**config.mk**
```make
export PLATFORM = sky130hd
export DESIGN_NAME = cmp_timer_top
export DESIGN_NICKNAME = d
export VERILOG_FILES = /design/src/rtl/cmpt_pkg.sv /design/src/rtl/shared_counter.sv /design/src/rtl/cmp_core_timer.sv /design/src/rtl/cmp_timer_top.sv
export SDC_FILE = /design/constraint.sdc
export NUM_CORES = 1
export LEC_CHECK = 0
export BUFFER_PORTS_ARGS = -buffer_cell sky130_fd_sc_hd__buf_2
export CAP_MARGIN = 20
export CORE_MARGIN = 5
export CORE_UTILIZATION = 60
export DETAILED_ROUTE_END_ITERATION = 7
export PLACE_DENSITY = 0.78
export SLEW_MARGIN = 0
export SYNTH_ARGS = -nofsm -noshare
export SYNTH_HDL_FRONTEND = slang
export SYNTH_SLANG_ARGS = --single-unit
```
**constraint.sdc**
```tcl
create_clock -name clk_i -period 2.9 [get_ports clk_i]
set_input_delay 0.29 -clock clk_i [delete_from_list [all_inputs] [get_ports clk_i]]
set_output_delay 0.29 -clock clk_i [all_outputs]
set_load 0.02 [all_outputs]
```
**src/rtl/cmpt_pkg.sv**
```systemverilog
package cmpt_pkg;
  localparam int unsigned BUS_W = 32;
  localparam int unsigned ADDR_W = 5;
  localparam int unsigned CNT_W = 64;

  typedef enum logic [1:0] {
    WIN_SHARED = 2'd0,
    WIN_LOCAL  = 2'd1,
    WIN_OTHER  = 2'd2,
    WIN_NONE   = 2'd3
  } win_e;

  // shared region offsets
  localparam logic [2:0] SH_CNT_LO = 3'd0;
  localparam logic [2:0] SH_CNT_HI = 3'd1;
  localparam logic [2:0] SH_RUN    = 3'd2;
  // per-core window offsets
  localparam logic [2:0] W_CMP_LO = 3'd0;
  localparam logic [2:0] W_CMP_HI = 3'd1;
  localparam logic [2:0] W_PEND   = 3'd2;
  localparam logic [2:0] W_CTL    = 3'd3;
  localparam logic [2:0] W_MAP    = 3'd4;
  localparam logic [2:0] W_SEL    = 3'd5;
endpackage

```
**src/rtl/shared_counter.sv**
```systemverilog
module shared_counter #(
  parameter int unsigned CNT_W = 64,
  parameter int unsigned BUS_W = 32
) (
  input  logic             clk_i,
  input  logic             rst_ni,
  input  logic             run_i,
  input  logic             wr_lo_i,
  input  logic             wr_hi_i,
  input  logic [BUS_W-1:0] wdata_i,
  output logic [CNT_W-1:0] cnt_o
);
  logic [CNT_W-1:0] cnt_q;

  always_ff @(posedge clk_i or negedge rst_ni) begin
    if (!rst_ni) cnt_q <= '0;
    else if (wr_lo_i) cnt_q[BUS_W-1:0] <= wdata_i;
    else if (wr_hi_i) cnt_q[CNT_W-1:BUS_W] <= wdata_i;
    else if (run_i) cnt_q <= cnt_q + 1'b1;
  end

  assign cnt_o = cnt_q;

  AST_CNT_HOLD: assert property (@(posedge clk_i) disable iff (!rst_ni)
    (!run_i && !wr_lo_i && !wr_hi_i) |=> $stable(cnt_o));
  AST_CNT_WRAP: assert property (@(posedge clk_i) disable iff (!rst_ni)
    (run_i && !wr_lo_i && !wr_hi_i && (&cnt_o)) |=> (cnt_o == '0));
endmodule

```
**src/rtl/cmp_core_timer.sv**
```systemverilog
module cmp_core_timer #(
  parameter int unsigned CNT_W    = 64,
  parameter int unsigned BUS_W    = 32,
  parameter int unsigned NUM_PINS = 8,
  parameter bit          ROUTABLE = 1'b1,
  localparam int unsigned PIN_W   = (NUM_PINS > 1) ? $clog2(NUM_PINS) : 1
) (
  input  logic                clk_i,
  input  logic                rst_ni,
  input  logic [CNT_W-1:0]    cnt_i,
  input  logic                wr_lo_i,
  input  logic                wr_hi_i,
  input  logic                wr_map_i,
  input  logic [BUS_W-1:0]    wdata_i,
  output logic [CNT_W-1:0]    cmp_o,
  output logic                pend_o,
  output logic                route_en_o,
  output logic [PIN_W-1:0]    pin_sel_o,
  output logic [NUM_PINS-1:0] pins_o
);
  logic [CNT_W-1:0]       cmp_q;
  logic [CNT_W-BUS_W-1:0] hi_stage_q;
  logic                   pend_q;
  logic                   match;

  always_ff @(posedge clk_i or negedge rst_ni) begin
    if (!rst_ni) begin
      cmp_q      <= '1;
      hi_stage_q <= '1;
    end else begin
      if (wr_hi_i) hi_stage_q <= wdata_i[CNT_W-BUS_W-1:0];
      if (wr_lo_i) cmp_q <= {hi_stage_q, wdata_i};
    end
  end

  assign match = (cnt_i == cmp_q);

  always_ff @(posedge clk_i or negedge rst_ni) begin
    if (!rst_ni) pend_q <= 1'b0;
    else if (wr_lo_i) pend_q <= 1'b0;
    else if (match) pend_q <= 1'b1;
  end

  generate
    if (ROUTABLE) begin : g_route
      logic             en_q;
      logic [PIN_W-1:0] pin_q;
      always_ff @(posedge clk_i or negedge rst_ni) begin
        if (!rst_ni) begin
          en_q  <= 1'b0;
          pin_q <= '0;
        end else if (wr_map_i) begin
          en_q  <= wdata_i[BUS_W-1];
          pin_q <= wdata_i[PIN_W-1:0];
        end
      end
      assign route_en_o = en_q;
      assign pin_sel_o  = pin_q;
    end else begin : g_noroute
      logic unused_map;
      assign unused_map = wr_map_i;
      assign route_en_o = 1'b0;
      assign pin_sel_o  = '0;
    end
  endgenerate

  for (genvar p = 0; p < NUM_PINS; p++) begin : g_pin
    assign pins_o[p] = pend_q && route_en_o && (pin_sel_o == PIN_W'(p));
  end

  logic unused_wd;
  assign unused_wd = ^wdata_i[BUS_W-2:PIN_W];

  assign cmp_o  = cmp_q;
  assign pend_o = pend_q;

  AST_HI_STAGED: assert property (@(posedge clk_i) disable iff (!rst_ni)
    (wr_hi_i && !wr_lo_i) |=> $stable(cmp_o));
  AST_PEND_CLR: assert property (@(posedge clk_i) disable iff (!rst_ni)
    wr_lo_i |=> !pend_o);
  AST_PEND_SET: assert property (@(posedge clk_i) disable iff (!rst_ni)
    ((cnt_i == cmp_o) && !wr_lo_i) |=> pend_o);
  AST_PIN_ONE: assert property (@(posedge clk_i) disable iff (!rst_ni)
    $onehot0(pins_o));
  AST_PIN_NEEDS_PEND: assert property (@(posedge clk_i) disable iff (!rst_ni)
    (pins_o != '0) |-> (pend_o && route_en_o));
  AST_UNROUTABLE: assert property (@(posedge clk_i) disable iff (!rst_ni)
    !ROUTABLE |-> (pins_o == '0));
endmodule

```
**src/rtl/cmp_timer_top.sv**
```systemverilog
module cmp_timer_top
  import cmpt_pkg::*;
#(
  parameter int unsigned NUM_CORES = 4,
  parameter int unsigned NUM_PINS  = 8,
  parameter logic [NUM_CORES-1:0] ROUTABLE = 4'b0111,
  localparam int unsigned CORE_W = (NUM_CORES > 1) ? $clog2(NUM_CORES) : 1,
  localparam int unsigned PIN_W  = (NUM_PINS > 1) ? $clog2(NUM_PINS) : 1
) (
  input  logic                          clk_i,
  input  logic                          rst_ni,
  input  logic                          req_i,
  input  logic                          we_i,
  input  logic [CORE_W-1:0]             core_i,
  input  logic [ADDR_W-1:0]             addr_i,
  input  logic [BUS_W-1:0]              wdata_i,
  output logic [BUS_W-1:0]              rdata_o,
  output logic [NUM_CORES*NUM_PINS-1:0] core_pin_o
);
  win_e              win;
  logic [2:0]        off;
  logic [CORE_W-1:0] tgt;
  logic              wr;
  logic              run_q;
  logic [CNT_W-1:0]  cnt;
  logic [CORE_W-1:0] sel_q [NUM_CORES];

  logic [CNT_W-1:0] cmp    [NUM_CORES];
  logic             pend   [NUM_CORES];
  logic             ren    [NUM_CORES];
  logic [PIN_W-1:0] pin    [NUM_CORES];
  logic             wr_lo  [NUM_CORES];
  logic             wr_hi  [NUM_CORES];
  logic             wr_map [NUM_CORES];

  assign win = win_e'(addr_i[4:3]);
  assign off = addr_i[2:0];
  assign wr  = req_i && we_i;
  assign tgt = (win == WIN_OTHER) ? sel_q[core_i] : core_i;

  always_ff @(posedge clk_i or negedge rst_ni) begin
    if (!rst_ni) run_q <= 1'b0;
    else if (wr && win == WIN_SHARED && off == SH_RUN) run_q <= wdata_i[0];
  end

  for (genvar c = 0; c < NUM_CORES; c++) begin : g_sel
    always_ff @(posedge clk_i or negedge rst_ni) begin
      if (!rst_ni) sel_q[c] <= '0;
      else if (wr && win == WIN_LOCAL && off == W_SEL && core_i == CORE_W'(c))
        sel_q[c] <= wdata_i[CORE_W-1:0];
    end
  end

  shared_counter #(.CNT_W(CNT_W), .BUS_W(BUS_W)) i_cnt (
    .clk_i   (clk_i),
    .rst_ni  (rst_ni),
    .run_i   (run_q),
    .wr_lo_i (wr && win == WIN_SHARED && off == SH_CNT_LO),
    .wr_hi_i (wr && win == WIN_SHARED && off == SH_CNT_HI),
    .wdata_i (wdata_i),
    .cnt_o   (cnt)
  );

  for (genvar c = 0; c < NUM_CORES; c++) begin : g_core
    logic hit;
    assign hit       = wr && (win == WIN_LOCAL || win == WIN_OTHER) && tgt == CORE_W'(c);
    assign wr_lo[c]  = hit && off == W_CMP_LO;
    assign wr_hi[c]  = hit && off == W_CMP_HI;
    assign wr_map[c] = hit && off == W_MAP;

    cmp_core_timer #(
      .CNT_W(CNT_W), .BUS_W(BUS_W), .NUM_PINS(NUM_PINS), .ROUTABLE(ROUTABLE[c])
    ) i_tmr (
      .clk_i      (clk_i),
      .rst_ni     (rst_ni),
      .cnt_i      (cnt),
      .wr_lo_i    (wr_lo[c]),
      .wr_hi_i    (wr_hi[c]),
      .wr_map_i   (wr_map[c]),
      .wdata_i    (wdata_i),
      .cmp_o      (cmp[c]),
      .pend_o     (pend[c]),
      .route_en_o (ren[c]),
      .pin_sel_o  (pin[c]),
      .pins_o     (core_pin_o[c*NUM_PINS +: NUM_PINS])
    );
  end

  always_comb begin
    rdata_o = '0;
    if (req_i) begin
      if (win == WIN_SHARED) begin
        case (off)
          SH_CNT_LO: rdata_o = cnt[BUS_W-1:0];
          SH_CNT_HI: rdata_o = cnt[CNT_W-1:BUS_W];
          SH_RUN:    rdata_o = {{(BUS_W-1){1'b0}}, run_q};
          default:   rdata_o = '0;
        endcase
      end else if ((win == WIN_LOCAL || win == WIN_OTHER) && int'(tgt) < NUM_CORES) begin
        case (off)
          W_CMP_LO: rdata_o = cmp[tgt][BUS_W-1:0];
          W_CMP_HI: rdata_o = cmp[tgt][CNT_W-1:BUS_W];
          W_PEND:   rdata_o = {{(BUS_W-2){1'b0}}, pend[tgt] && ren[tgt], pend[tgt]};
          W_CTL:    rdata_o = {{(BUS_W-1){1'b0}}, ROUTABLE[tgt]};
          W_MAP:    rdata_o = {ren[tgt], {(BUS_W-1-PIN_W){1'b0}}, pin[tgt]};
          W_SEL:    rdata_o = (win == WIN_LOCAL) ?
                              {{(BUS_W-CORE_W){1'b0}}, sel_q[core_i]} : '0;
          default:  rdata_o = '0;
        endcase
      end
    end
  end

  logic unused_top;
  assign unused_top = ^wdata_i[BUS_W-1:CORE_W];

  AST_RESET_PINS: assert property (@(posedge clk_i) disable iff (!rst_ni)
    $rose(rst_ni) |-> (core_pin_o == '0));
  AST_OTHER_NOT_SELF: assert property (@(posedge clk_i) disable iff (!rst_ni)
    (wr && win == WIN_OTHER && off == W_CMP_LO && sel_q[core_i] != core_i)
      |=> $stable(cmp[core_i]));
  AST_IDLE_RDATA: assert property (@(posedge clk_i) disable iff (!rst_ni)
    !req_i |-> (rdata_o == '0));
endmodule

```
==> results of run 1 <==
final cells by class:
cell class / instances / share of cell area (%)
clock inverter: 22 / 1.05
clock buffer: 65 / 4.52
antenna: 4 / 0.0326
timing repair buffer: 283 / 8.85
inverter: 8 / 0.0979
tap: 585 / 2.39
sequential: 473 / 40.1
multi-input combinational: 1885 / 42.9
what timing repair did:
item | in CTS | in global routing
endpoints found under the setup margin | 32 | 32
buffers inserted | 17 | 8
hold buffers | 24 | 0
endpoints found under the hold margin | 64 | 0
gates cloned | 8 | 5
gates resized for setup | 73 | 61
pin swaps | 18 | 26
flip-flops by register name, summed over array words and instances (netlist names):
name and cells:
sel_q 8, g_core.i_tmr.route_en_o 3, i_cnt.cnt_o 64, g_core.i_tmr.cmp_o 256
run_q 1, g_core.i_tmr.pend_o 4, g_core.i_tmr.pin_sel_o 9, g_core.i_tmr.hi_stage_q 128
per-layer routing:
metal,global-route usage [%],up-vias
met5,0,-
met4,20.1,4
met3,9.01,373
met2,57.6,1341
met1,51.1,10500
li1,-,8979
cells in the final DEF (no fill, tap or decap), types with 8 or more instances in the layout:
cell type      instances
clkbuf_16             53
nor2_1                74
nor4_1                73
conb_1                 8
mux2_2               368
nand3_1              210
nand3_2               31
xnor2_1               26
clkbuf_8               8
bufinv_16              8
buf_2                 71
clkinv_2              10
nor3_1                21
buf_4                123
o21ai_0               26
nand2_1              543
dfstp_2              384
buf_6                 20
a21oi_1               39
dfrtp_1               89
nand4_1               33
and3_1                13
dlygate4sd3_1         24
nor3b_1                9
xor2_1               290
buf_12                31
inv_1                  8
report_power, final:
part | total, W | switching, W | internal (W)
logic | 0.00429 | 0.00266 | 0.00163
clock network | 0.00679 | 0.00272 | 0.00407
registers | 0.00818 | 0.000667 | 0.00751
worst reg2reg max path, delay by kind of cell, from the launching register on:
kind,cells,cell delay [ns]
buffers and inverters,1,0.17
DFF,1,0.51
and+or+nand+nor,6,1.98
cell families after synthesis:
logic type / after synthesis / synth area share (%)
other cells: 1 / 0.0143
simple gates: 1072 / 19.0
compound gates: 99 / 2.21
xor+xnor: 316 / 10.6
mux: 383 / 16.5
fa+ha+maj: 4 / 0.191
flops: 473 / 47.1
buf+inv: 241 / 4.45
worst min-delay path by stage:
stage / startpoint / cells past startpoint / to / slack (ns)
finish: wdata_i[21] / 3 / g_core[3].i_tmr.cmp_o[21] / 0.02
global route: wdata_i[20] / 3 / g_core[3].i_tmr.cmp_o[20] / 0.03
CTS: wdata_i[21] / 3 / g_core[3].i_tmr.cmp_o[21] / 0.001
detailed placement: rst_ni / 1 / sel_q[6] / 0.25
global placement: rst_ni / 1 / sel_q[5] / 0.24
floorplan: rst_ni / 0 / g_core[0].i_tmr.pend_o / -0.006
stage by stage:
step,total power (W),hold slack (ns),utilization [%]
2_1_floorplan,0.0104,-0.00559,-
3_3_place_gp,0.0120,0.244,64.3
3_5_place_dp,0.0121,0.249,64.3
4_1_cts,0.0190,0.00137,70.2
5_1_grt,0.0198,0.0347,71.2
6_report,0.0193,0.0247,71.2
==> results_dict.tcl, run 1 <==
set metrics [dict create \
    drive_gt1_share_pct 43.2 \
    nFillCells 3037 \
    synth_top_area_share_pct 38.5 \
    port_buffers 98 \
    gp_congestion 1.08 \
    reg2reg_to "i_cnt.cnt_o[50]" \
    cts_buffer_depth 3 \
    grt_usage_pct 38.0 \
    ys_types 66 \
    setup_viol 6 \
    num_rows 76 \
    setup_ws_ns -0.102 \
    setup_tns_ns -0.343 \
    dieArea_um2 47900 \
    grt_max_degree 86 \
    drv_slew 0 \
    post_dp_cell_area_um2 27700 \
    status "finished, violations left" \
    dp.cells 3175 \
    final_area_um2 30700 \
    path_cells "nor4bb_2 -> nor3_2 -> buf_6 -> nand2_8 -> mux2_2 -> nor3_4 -> nor4b_4 -> o211a_1 -> buf_6" \
    cp_num_cells 9 \
    slowest_stage "dfrtp_1" \
    rrSetupSlack_ns 0.18 \
    clkTransAtPathRegs_ns 0.06 \
    dieWidth_um 219 \
    first_pass_iters 6 \
    violations "negative setup slack" \
    synth.cell_area_um2 26200 \
    seq_area_um2 12300 \
    crit_family "simple AND/OR/NAND/NOR gates" \
    yosysMostFrequentCell "nand2_1" \
    dominantRegCellSynth "dfstp_2" \
    grt_pass1_wl_um 137000 \
    hold_viol_final 0 \
    wl_met3_um 10500 \
    synth_edf_count 0 \
    clock_latency_ns 0.61 \
    avgSynthCellArea_um2 10.1 \
    finalCritPeriodShare_pct 104 \
    grt-ovfl-total 0 \
    rr_worst_depth 7 \
    max_freq_mhz 333 \
    clock-sinks 473 \
    rsz0062_at_grt "yes" \
    syn_inst 2589 \
    routed_wl_um 92500 \
    dp_slack_ns 0.0332 \
    core_um2 43100 \
    worst_pin_slew_ns 0.862 \
    cpPeakStageDelay_ns 0.40 \
    async_flop_share_pct 100 \
    synth_top_cells_by_count "552 x nand2_1, 384 x dfstp_2, 370 x mux2_2" \
    yosysSeqAreaShare_pct 47.1 \
    fin_skew_ns 0.0240 \
    power_density_nw_per_um2 628 \
    hold_class "input port to flop" \
    vias 21200 \
    cp-end-kind "primary output" \
    critPathCapture "rdata_o[31]" \
    yosys_warnings 0 \
    critical_path.startpoint_type "flop" \
    max_slew_margin_pct 42.0 \
    syn2layout_area_growth_pct 17.2 \
    drt_iter0_drc 2524 \
    vdd_drop_max_mv 0.537 \
    startpoint "sel_q[4]" \
    synth.area.top_cells "dfstp_2 39%, mux2_2 16%, xor2_1 9.7%" \
    cp.required_ns 2.61 \
    finalNonFillerCells 3325 \
    grt_pass1_vias 21000 \
    ys_seq_elements 473 \
    multi_input_area_um2 13200 \
    worstReg2RegStart "i_cnt.cnt_o[16]" \
    antenna_found_initial 4 \
    wirelength_met1_um 35100 \
    cts_tree "done" \
    top_layer_used "met5" \
    path_class "flop to primary output" \
    period_minus_slack_ns 3.00 \
    pin_count 107 \
    worstPathMaxFanout 6 \
    antenna_left 0 \
    start_util_pct 60.8 \
    worstPathArrival_ns 2.71 \
    worstPathBufferInverterCount 2 \
    cellLeakagePower_nw 14.0 \
    drc 0 \
    maxCapViolations 0 \
    cts_buffers 49 \
    final_nets 2747 \
    cts-root-buf "clkbuf_16" \
    routed-wl-met2_um 40400 \
    wl_per_cell_um 27.8 \
    htree_levels 2 \
    die_y_um 219 \
    path_common_cell "buf_6" \
    vias_per_cell 6.37 \
    synth_area_leader_cell "dfstp_2" \
    hpwl_um 62800 \
]
No activity file was read; power rests on OpenSTA's default activity.
==> inputs of run 2 (changes only) <==
- CORE_UTILIZATION: 60 -> 40
- HOLD_SLACK_MARGIN: unset -> 0.1
- PLACE_DENSITY: 0.78 -> unset
==> run 2 against run 1 <==
The run still ends with negative setup slack left. Cell count up 8.9%. Cell area rose by 4.1%. Via count fell by 3.1%. Setup slack got worse by 0.069 ns. Register-to-register slack hardly changed. Sequential power barely moved. Combinational power rose by 5.1%. First-iteration DRC count is 24% lower. Clock skew is 0.0023 ns lower. Critical path depth increased by 2. Largest power group unchanged. Sequential share of layout area shrank 1.6 points.
==> results_dict.tcl, run 2 (same netlist as run 1, synthesis figures left out) <==
set metrics [dict create \
    cts_buffer_depth 3 \
    worstPathMaxFanout 12 \
    worstPathArrival_ns 2.78 \
    vdd_drop_max_mv 0.486 \
    crit_family "buffers and inverters" \
    cp-end-kind "primary output" \
    grt_max_degree 99 \
    port_buffers 98 \
    max_slew_margin_pct 48.2 \
    worstPathBufferInverterCount 4 \
    dieArea_um2 70700 \
    cts_tree "done" \
    hold_class "input port to flop" \
    worstReg2RegStart "sel_q[1]" \
    cp_num_cells 11 \
    maxCapViolations 0 \
    htree_levels 2 \
    hpwl_um 68700 \
    start_util_pct 40.5 \
    path_class "flop to primary output" \
    startpoint "sel_q[1]" \
    largest_register_ff_count 256 \
    period_minus_slack_ns 3.07 \
    grt_usage_pct 27.2 \
    clock-sinks 473 \
    vias 20500 \
    rrSetupSlack_ns 0.18 \
    first_pass_iters 6 \
    cts_buffers 53 \
    grt_pass1_vias 20500 \
    worst_pin_slew_ns 0.774 \
    core_um2 64600 \
    cpPeakStageDelay_ns 0.38 \
    antenna_left 0 \
    power_density_nw_per_um2 616 \
    path_cells "mux2i_2 -> a21oi_2 -> buf_4 -> a31oi_4 -> buf_12 -> buf_16 -> nand2_1 -> nand3_2 -> nand3_1 -> nand4_1 -> buf_6" \
    setup_tns_ns -2.04 \
    final_core_util_pct 49.4 \
    setup_viol 30 \
    fin_skew_ns 0.0218 \
    num_rows 93 \
    final_nets 2771 \
    routed_wl_um 98700 \
    cellLeakagePower_nw 14.5 \
    cts-root-buf "clkbuf_16" \
    critPathCapture "rdata_o[2]" \
    slowest_stage "dfrtp_1" \
    hold_viol_final 0 \
    syn2layout_area_growth_pct 22.0 \
    mostFrequentLayoutCell "nand2_1" \
    antenna_found_initial 3 \
    violations "negative setup slack" \
    rsz0062_at_grt "yes" \
    drive_gt1_share_pct 46.7 \
    critical_path.startpoint_type "flop" \
    vias_per_cell 5.66 \
    max_freq_mhz 326 \
    wl_per_cell_um 27.3 \
    dieWidth_um 266 \
    grt_pass1_wl_um 144000 \
    finalCritPeriodShare_pct 106 \
    grt-ovfl-total 0 \
    drc 0 \
    gp_congestion 0.998 \
    status "finished, violations left" \
    drv_slew 0 \
    die_y_um 266 \
    final_cell_mix "509 x nand2_1, 384 x dfstp_2, 369 x mux2_2" \
    setup_ws_ns -0.171 \
    pin_count 107 \
    clock_latency_ns 0.62 \
    reg2reg_to "g_core[0].i_tmr.cmp_o[14]" \
    clkTransAtPathRegs_ns 0.06 \
    rr_worst_depth 12 \
    drt_iter0_drc 1917 \
    cp.required_ns 2.61 \
]
-- run 2: stage by stage --
| stage | cells | area (um2) | setup WS [ns] | power, W | hold slack (ns) |
|---|---|---|---|---|---|
| global placement | 3452 | 28200 | -0.00879 | 0.0123 | 0.308 |
| global route | 3621 | 31900 | -0.249 | 0.0203 | 0.178 |
| CTS | 3612 | 31400 | -0.157 | 0.0196 | 0.155 |
| finish | 3622 | 31900 | -0.171 | 0.0197 | 0.184 |
| detailed placement | 3452 | 28200 | 0.0494 | 0.0123 | 0.294 |
| floorplan | 2596 | 26200 | 0.312 | 0.0104 | -0.00559 |
-- run 2: power breakdown --
group | leakage, nW | internal, W | switching, W
logic | 8.51 | 0.00174 | 0.00277
clock network | 0.878 | 0.00406 | 0.00288
registers | 5.12 | 0.00751 | 0.000692
-- run 2: worst min-delay path, cell delays in order --
cell	delay [ns]
buf_2	0.29
nand2_1	0.13
nand2_1	0.05
-- run 2: layout make-up --
cell class,count,area (um2)
flip-flops and latches,473,12300
clock buffers,75,1500
repair buffers,304,3090
well taps,855,1070
clock inverters,22,272
multi-input cells,1884,13600
inverters,8,30.0
diodes,1,2.50
fillers,5866,32700
-- run 2: repair_timing --
| item | in CTS | in global routing |
|---|---|---|
| pin swaps | 43 | 38 |
| setup endpoints to repair | 32 | 32 |
| buffers inserted | 22 | 10 |
| endpoints found under the hold margin | 259 | 0 |
| hold buffers | 32 | 0 |
| gates cloned | 9 | 4 |
| gates resized for setup | 180 | 98 |
-- run 2: routing by layer --
layer,routed length [um],vias up,GRT usage [%],share of wire [%]
met4,4690,4,10.6,4.7
met5,27,-,0,0.027
met3,7120,201,4.35,7.2
met1,41800,10400,37.3,42
met2,45100,844,43.4,46
li1,-,9039,-,-
-- run 2: worst min path at each step --
| stage | start | to | cells after the start |
|---|---|---|---|
| after global routing | wdata_i[1] | g_core[3].i_tmr.cmp_o[1] | 3 |
| after CTS | wdata_i[1] | g_core[3].i_tmr.cmp_o[1] | 3 |
| after detailed placement | rst_ni | i_cnt.cnt_o[62] | 1 |
| final | wdata_i[1] | g_core[3].i_tmr.cmp_o[1] | 3 |
| after global placement | rst_ni | i_cnt.cnt_o[62] | 1 |
| after floorplan | rst_ni | g_core[0].i_tmr.pend_o | 0 |
